<file path="src/rtl/evt_stamp_pkg.sv">
package evt_stamp_pkg;
  localparam int NFLAG  = 4;
  localparam int ADDR_W = 2;
  localparam int DATA_W = 8;

  // flag positions shared by stat_flags, records and source enables
  localparam int FL_OSC  = 0;
  localparam int FL_LOW  = 1;
  localparam int FL_DET  = 2;
  localparam int FL_CMP  = 3;

  // control register bit positions
  localparam int CB_MULTI = 0;
  localparam int CB_CLR   = 1;
  localparam int CB_SEL   = 2;
  localparam int CB_CAPEN = 3;

  typedef enum logic [ADDR_W-1:0] {
    RA_CTRL   = 2'd0,
    RA_SRCEN  = 2'd1,
    RA_STATUS = 2'd2
  } reg_addr_e;

  typedef logic [NFLAG-1:0] flags_t;

  typedef struct packed {
    logic cap_en;
    logic src_int;
    logic clr;
    logic multi;
  } ctrl_t;
endpackage

</file>
<file path="src/rtl/evt_trig_detect.sv">
module evt_trig_detect
  import evt_stamp_pkg::*;
(
  input  logic   clk,
  input  logic   rst_n,
  input  logic   ext_evt,
  input  flags_t src_flags,
  input  flags_t src_en,
  input  logic   src_int,
  input  logic   cap_en,
  output logic   fire
);
  logic   ext_q;
  flags_t flags_q;
  flags_t int_rise;
  logic   ext_rise;

  always_ff @(posedge clk or negedge rst_n) begin
    if (!rst_n) begin
      ext_q   <= 1'b0;
      flags_q <= '0;
    end else begin
      ext_q   <= ext_evt;
      flags_q <= src_flags;
    end
  end

  for (genvar g = 0; g < NFLAG; g++) begin : g_src
    assign int_rise[g] = src_en[g] & src_flags[g] & ~flags_q[g];
  end

  assign ext_rise = ext_evt & ~ext_q;
  assign fire     = cap_en & (src_int ? |int_rise : ext_rise);
endmodule

</file>
<file path="src/rtl/evt_log_store.sv">
module evt_log_store
  import evt_stamp_pkg::*;
#(
  parameter int TIME_W = 32,
  parameter int DEPTH  = 8,
  parameter int PTR_W  = $clog2(DEPTH)
) (
  input  logic              clk,
  input  logic              rst_n,
  input  logic              fire,
  input  logic              clr,
  input  logic              multi_en,
  input  logic [TIME_W-1:0] cap_time,
  input  flags_t            cap_flags,
  input  logic [PTR_W-1:0]  rec_sel,
  output logic [PTR_W-1:0]  ptr,
  output logic              empty,
  output logic              full,
  output logic [TIME_W-1:0] rec_time,
  output flags_t            rec_flags
);
  localparam logic [PTR_W-1:0] LAST = PTR_W'(DEPTH - 1);

  logic [TIME_W-1:0] time_q [DEPTH];
  flags_t            flag_q [DEPTH];
  logic              wr_go;
  logic [PTR_W-1:0]  wr_idx;

  assign wr_go  = fire & ~clr & (multi_en ? ~full : 1'b1);
  assign wr_idx = multi_en ? ptr : '0;

  always_ff @(posedge clk or negedge rst_n) begin
    if (!rst_n) begin
      for (int i = 0; i < DEPTH; i++) begin
        time_q[i] <= '0;
        flag_q[i] <= '0;
      end
    end else if (wr_go) begin
      time_q[wr_idx] <= cap_time;
      flag_q[wr_idx] <= cap_flags;
    end
  end

  always_ff @(posedge clk or negedge rst_n) begin
    if (!rst_n) begin
      ptr   <= '0;
      empty <= 1'b1;
      full  <= 1'b0;
    end else if (clr) begin
      ptr   <= '0;
      empty <= 1'b1;
      full  <= 1'b0;
    end else if (wr_go) begin
      empty <= 1'b0;
      if (multi_en) begin
        ptr <= ptr + 1'b1;
        if (ptr == LAST) full <= 1'b1;
      end
    end
  end

  assign rec_time  = time_q[rec_sel];
  assign rec_flags = flag_q[rec_sel];
endmodule

</file>
<file path="src/rtl/evt_ctrl_regs.sv">
module evt_ctrl_regs
  import evt_stamp_pkg::*;
#(
  parameter int PTR_W = 3
) (
  input  logic              clk,
  input  logic              rst_n,
  input  logic              reg_wr,
  input  logic [ADDR_W-1:0] reg_addr,
  input  logic [DATA_W-1:0] reg_wdata,
  input  logic [PTR_W-1:0]  st_ptr,
  input  logic              st_empty,
  input  logic              st_full,
  output logic [DATA_W-1:0] reg_rdata,
  output logic              multi_en,
  output logic              src_int,
  output logic              cap_en,
  output logic              clr_pulse,
  output flags_t            src_en
);
  ctrl_t ctrl_q;
  logic  wr_ctrl;
  logic  wr_src;

  assign wr_ctrl = reg_wr && (reg_addr == RA_CTRL);
  assign wr_src  = reg_wr && (reg_addr == RA_SRCEN);

  always_ff @(posedge clk or negedge rst_n) begin
    if (!rst_n) begin
      ctrl_q <= '0;
      src_en <= '0;
    end else begin
      if (wr_ctrl) begin
        ctrl_q.multi   <= reg_wdata[CB_MULTI];
        ctrl_q.clr     <= reg_wdata[CB_CLR];
        ctrl_q.src_int <= reg_wdata[CB_SEL];
        ctrl_q.cap_en  <= reg_wdata[CB_CAPEN];
      end else begin
        ctrl_q.clr <= 1'b0;
      end
      if (wr_src) src_en <= reg_wdata[NFLAG-1:0];
    end
  end

  assign multi_en  = ctrl_q.multi;
  assign src_int   = ctrl_q.src_int;
  assign cap_en    = ctrl_q.cap_en;
  assign clr_pulse = ctrl_q.clr;

  always_comb begin
    reg_rdata = '0;
    case (reg_addr)
      RA_CTRL:   reg_rdata = DATA_W'(ctrl_q);
      RA_SRCEN:  reg_rdata = DATA_W'(src_en);
      RA_STATUS: reg_rdata = DATA_W'({st_full, st_empty, st_ptr});
      default:   reg_rdata = '0;
    endcase
  end
endmodule

</file>
<file path="src/rtl/evt_stamp_log.sv">
module evt_stamp_log
  import evt_stamp_pkg::*;
#(
  parameter int TIME_W = 32,
  parameter int DEPTH  = 8,
  localparam int PTR_W = $clog2(DEPTH)
) (
  input  logic              clk,
  input  logic              rst_n,
  input  logic [TIME_W-1:0] now_time,
  input  logic              ext_evt,
  input  logic [3:0]        stat_flags,
  input  logic              reg_wr,
  input  logic [1:0]        reg_addr,
  input  logic [7:0]        reg_wdata,
  output logic [7:0]        reg_rdata,
  input  logic [PTR_W-1:0]  rec_sel,
  output logic [TIME_W-1:0] rec_time,
  output logic [3:0]        rec_flags
);
  logic             multi_en, src_int, cap_en, clr_pulse, cap_fire;
  flags_t           src_en;
  logic [PTR_W-1:0] wptr;
  logic             log_empty, log_full;

  evt_ctrl_regs #(.PTR_W(PTR_W)) u_regs (
    .clk       (clk),
    .rst_n     (rst_n),
    .reg_wr    (reg_wr),
    .reg_addr  (reg_addr),
    .reg_wdata (reg_wdata),
    .st_ptr    (wptr),
    .st_empty  (log_empty),
    .st_full   (log_full),
    .reg_rdata (reg_rdata),
    .multi_en  (multi_en),
    .src_int   (src_int),
    .cap_en    (cap_en),
    .clr_pulse (clr_pulse),
    .src_en    (src_en)
  );

  evt_trig_detect u_trig (
    .clk       (clk),
    .rst_n     (rst_n),
    .ext_evt   (ext_evt),
    .src_flags (stat_flags),
    .src_en    (src_en),
    .src_int   (src_int),
    .cap_en    (cap_en),
    .fire      (cap_fire)
  );

  evt_log_store #(.TIME_W(TIME_W), .DEPTH(DEPTH), .PTR_W(PTR_W)) u_store (
    .clk       (clk),
    .rst_n     (rst_n),
    .fire      (cap_fire),
    .clr       (clr_pulse),
    .multi_en  (multi_en),
    .cap_time  (now_time),
    .cap_flags (stat_flags),
    .rec_sel   (rec_sel),
    .ptr       (wptr),
    .empty     (log_empty),
    .full      (log_full),
    .rec_time  (rec_time),
    .rec_flags (rec_flags)
  );
endmodule

</file>
<file path="config.mk">
export PLATFORM = sky130hd
export DESIGN_NAME = evt_stamp_log
export DESIGN_NICKNAME = d
export VERILOG_FILES = /design/src/rtl/evt_stamp_pkg.sv /design/src/rtl/evt_trig_detect.sv /design/src/rtl/evt_log_store.sv /design/src/rtl/evt_ctrl_regs.sv /design/src/rtl/evt_stamp_log.sv
export SDC_FILE = /design/constraint.sdc
export NUM_CORES = 1
export LEC_CHECK = 0
export ABC_AREA = 1
export BUFFER_PORTS_ARGS = -buffer_cell sky130_fd_sc_hd__buf_2
export CAP_MARGIN = 20
export CORE_MARGIN = 2
export CORE_UTILIZATION = 60
export DETAILED_ROUTE_END_ITERATION = 10
export GPL_TIMING_DRIVEN = 0
export PLACE_DENSITY = 0.87
export SETUP_SLACK_MARGIN = 0.02
export SYNTH_ARGS = -nofsm -noshare
export SYNTH_HDL_FRONTEND = slang
export SYNTH_SLANG_ARGS = --single-unit
export TNS_END_PERCENT = 20
</file>
<file path="constraint.sdc">
create_clock -name clk -period 2 [get_ports clk]
set_input_delay 0.3 -clock clk [delete_from_list [all_inputs] [get_ports clk]]
set_output_delay 0.3 -clock clk [all_outputs]
set_load 0.02 [all_outputs]
</file>
==> flow_summary.ini <==
[place]
placedCellCount = 2338
place_congestion = 0.917
port_buffers = 54
place_hpwl_mm = 30.4
placed_cell_area_mm2 = 0.0158

[logic_synthesis]
yosysSeqAreaShare = 0.510
ys_warn_count = 0
syn_area_mm2 = 0.0150
ys_seq_elements = 306
synth_cells = 1956
syn_avg_cell_area_um2 = 7.67
synth_cell_type_count = 31

[pwr]
ir_drop_uv = 775
power.internal_mw = 12.0
pwr-share-seq = 0.453
p_per_area_mw_per_mm2 = 1010
power_switching_mw = 5.41
clockPowerShare = 0.349
combPwrFrac = 0.198
p_leak_nw = 9.35
p_sw_frac = 0.311

[layout]
final_common_cell = nand2_1
final_cell_mix = nand2_1 (715), dfrtp_1 (305), nand3_1 (295)
synthToLayoutAreaGrowth_pct = 15.4
stdcell_count = 2412
diodes = 0
fin_area_mm2 = 0.0173
utilization = 0.708
drive_gt1_frac = 0.159
final_nets = 2119

[global_routing]
grtUsageTotal = 0.351
grt_start_max_net_pins = 109
grt_overflow = 0
grt_pass1_vias = 13873
grt_first_pass_wirelength_mm = 72.6
antenna_found_initial = 0

[detailed_routing]
wl_mm = 46.1
detail_route.vias_per_cell = 6.06
drt_iter0_drc = 2131
ant_nets = 0
drc = 0
wl_per_cell_um = 19.1
firstDrtPassIters = 8
vias = 14610

[setup_path]
startpoint_type = input port
arrival_ns = 1.72
path_class = input port to output pin
crit_required_ns = 1.70
cpPeakStageDelay_ns = 0.43
worst-r2r-cell-count = 7
cp-end-kind = output pin
slowest_stage = clkbuf_1
crit_path_max_fanout = 10
cp_cell_sequence = clkbuf_2 -> clkbuf_1 -> o21ai_1 -> a21oi_1 -> a31oi_1 -> buf_4

[timing]
post-route-period-util = 1.01
finalHoldViolations = 0
fin_skew_ns = 0.0121
period_needed_ns = 2.02
hold_slack_ns = 0.00770
rsz0062_at_grt = yes
tns_ns = -0.0273
slew_headroom = 0.515
fmax_ghz = 0.495
fin_ws_ns = -0.0191
final_max_slew_viol_count = 0
setup_viol = 2
tightest_slew_ns = 0.727

[run_status]
status = complete, but fails checks
violations = setup timing

[clock_network]
clk_latency_ns = 0.57
cts_root_buf = clkbuf_16
cts_buffers = 31
cts.sinks = 306
cts_tree = built
clockBufferDepth = 3
h-tree-depth = 1
path_clk_slew_ns = 0.06

[floorplan]
die_height_um = 162
start_util = 0.613
row_count = 57
core_area_mm2 = 0.0245
ios = 97
die_area_mm2 = 0.0263
die_w_um = 162

[flow_run]
cap_violations = 0

[min_path]
hold_class = input port to flop
whs_path_depth = 3
## timing repair
action	4_1_cts	5_1_grt
buffers inserted	2	7
resized for setup	88	99
setup endpoints to repair	66	146
pin swaps	6	17
endpoints found under the hold margin	99	0
hold buffers	8	0
## flip-flops by register name (all words and copies together) (netlist names)
register	count
u_regs.cap_en	1
u_regs.clr_pulse	1
u_regs.multi_en	1
u_regs.src_en	4
u_regs.src_int	1
u_store.empty	1
u_store.flag_q	32
u_store.full	1
u_store.ptr	3
u_store.time_q	256
u_trig.ext_q	1
u_trig.flags_q	4
## logic make-up (layout without fill, tap and decap cells)
group	after synthesis	after routing	synth area share
other	1	3	0.000250
buffers and inverters	193	323	0.0670
AO/OA/AOI/OAI	230	230	0.0802
adder cells (fa/ha/maj)	2	2	0.00167
AND/OR/NAND/NOR	1224	1224	0.340
flip-flops	306	306	0.510
## power groups by stage
stage / Clock, mW / Combinational [mW] / Sequential, mW
after detailed placement: 0 / 3.21 / 7.94
final: 6.08 / 3.45 / 7.88
after global placement: 0 / 3.07 / 7.89
after CTS: 6.07 / 3.30 / 7.85
after floorplan: 0 / 2.23 / 7.78
after global routing: 6.32 / 3.81 / 7.97
## routing by layer
layer / vias to the layer above / GRT usage / part of all wire
met4: 0 / 0.180 / 0.050
met3: 200 / 0.0746 / 0.11
met1: 6895 / 0.459 / 0.37
met5: - / 0 / 0
met2: 991 / 0.555 / 0.47
li1: 6524 / - / -
## worst paths after layout
kind,endpoint,start,slack [ns]
max in group asynchronous,u_store.time_q[161],rst_n,0.60
worst min register to register,u_store.time_q[152],u_store.time_q[152],0.47
worst max-delay path,rec_time[23],rec_sel[2],-0.02
worst max register to register,u_store.time_q[176],u_regs.multi_en,0.01
min in group asynchronous,u_store.time_q[87],rst_n,0.37
worst min-delay path,u_regs.src_en[3],reg_wdata[3],0.008
## cell usage after synthesis (all sizes together)
master	count	area (um^2)
nand4	1	6.26
nand3b	1	7.51
nand2	726	2800
clkinv	1	3.75
dfrtp	305	7630
buf	112	681
a21oi	39	195
a31oi	36	225
clkbuf	61	248
nand3	297	1500
inv	19	73.8
nor2	199	800
o211ai	3	22.5
ha	2	25.0
o21ai	152	761
dfstp	1	26.3
conb	1	3.75
## per-stage QoR
| step | worst slack (ns) | power [mW] |
|---|---|---|
| detailed placement | -0.501 | 11.1 |
| global route | -0.0498 | 18.1 |
| finish | -0.0191 | 17.4 |
| floorplan | 0.160 | 10.0 |
| CTS | -0.00351 | 17.2 |
| global placement | -4.99 | 11.0 |
## critical path: cells and delay by family
family	cells	cell delay, ns
compound gates	3	0.47
buf+inv	3	0.94
## area by class of cell
cell class              instances  area [um^2]
plain buffers                 173         1080
clock buffers                  48          950
clock inverters                 9          120
fillers                      1879         7150
inverters                      20         85.1
multi-input cells            1459         6480
flip-flops and latches        306         7660
well taps                     324          405
repair buffers                 73          528
(Power assumes the default switching activity.)
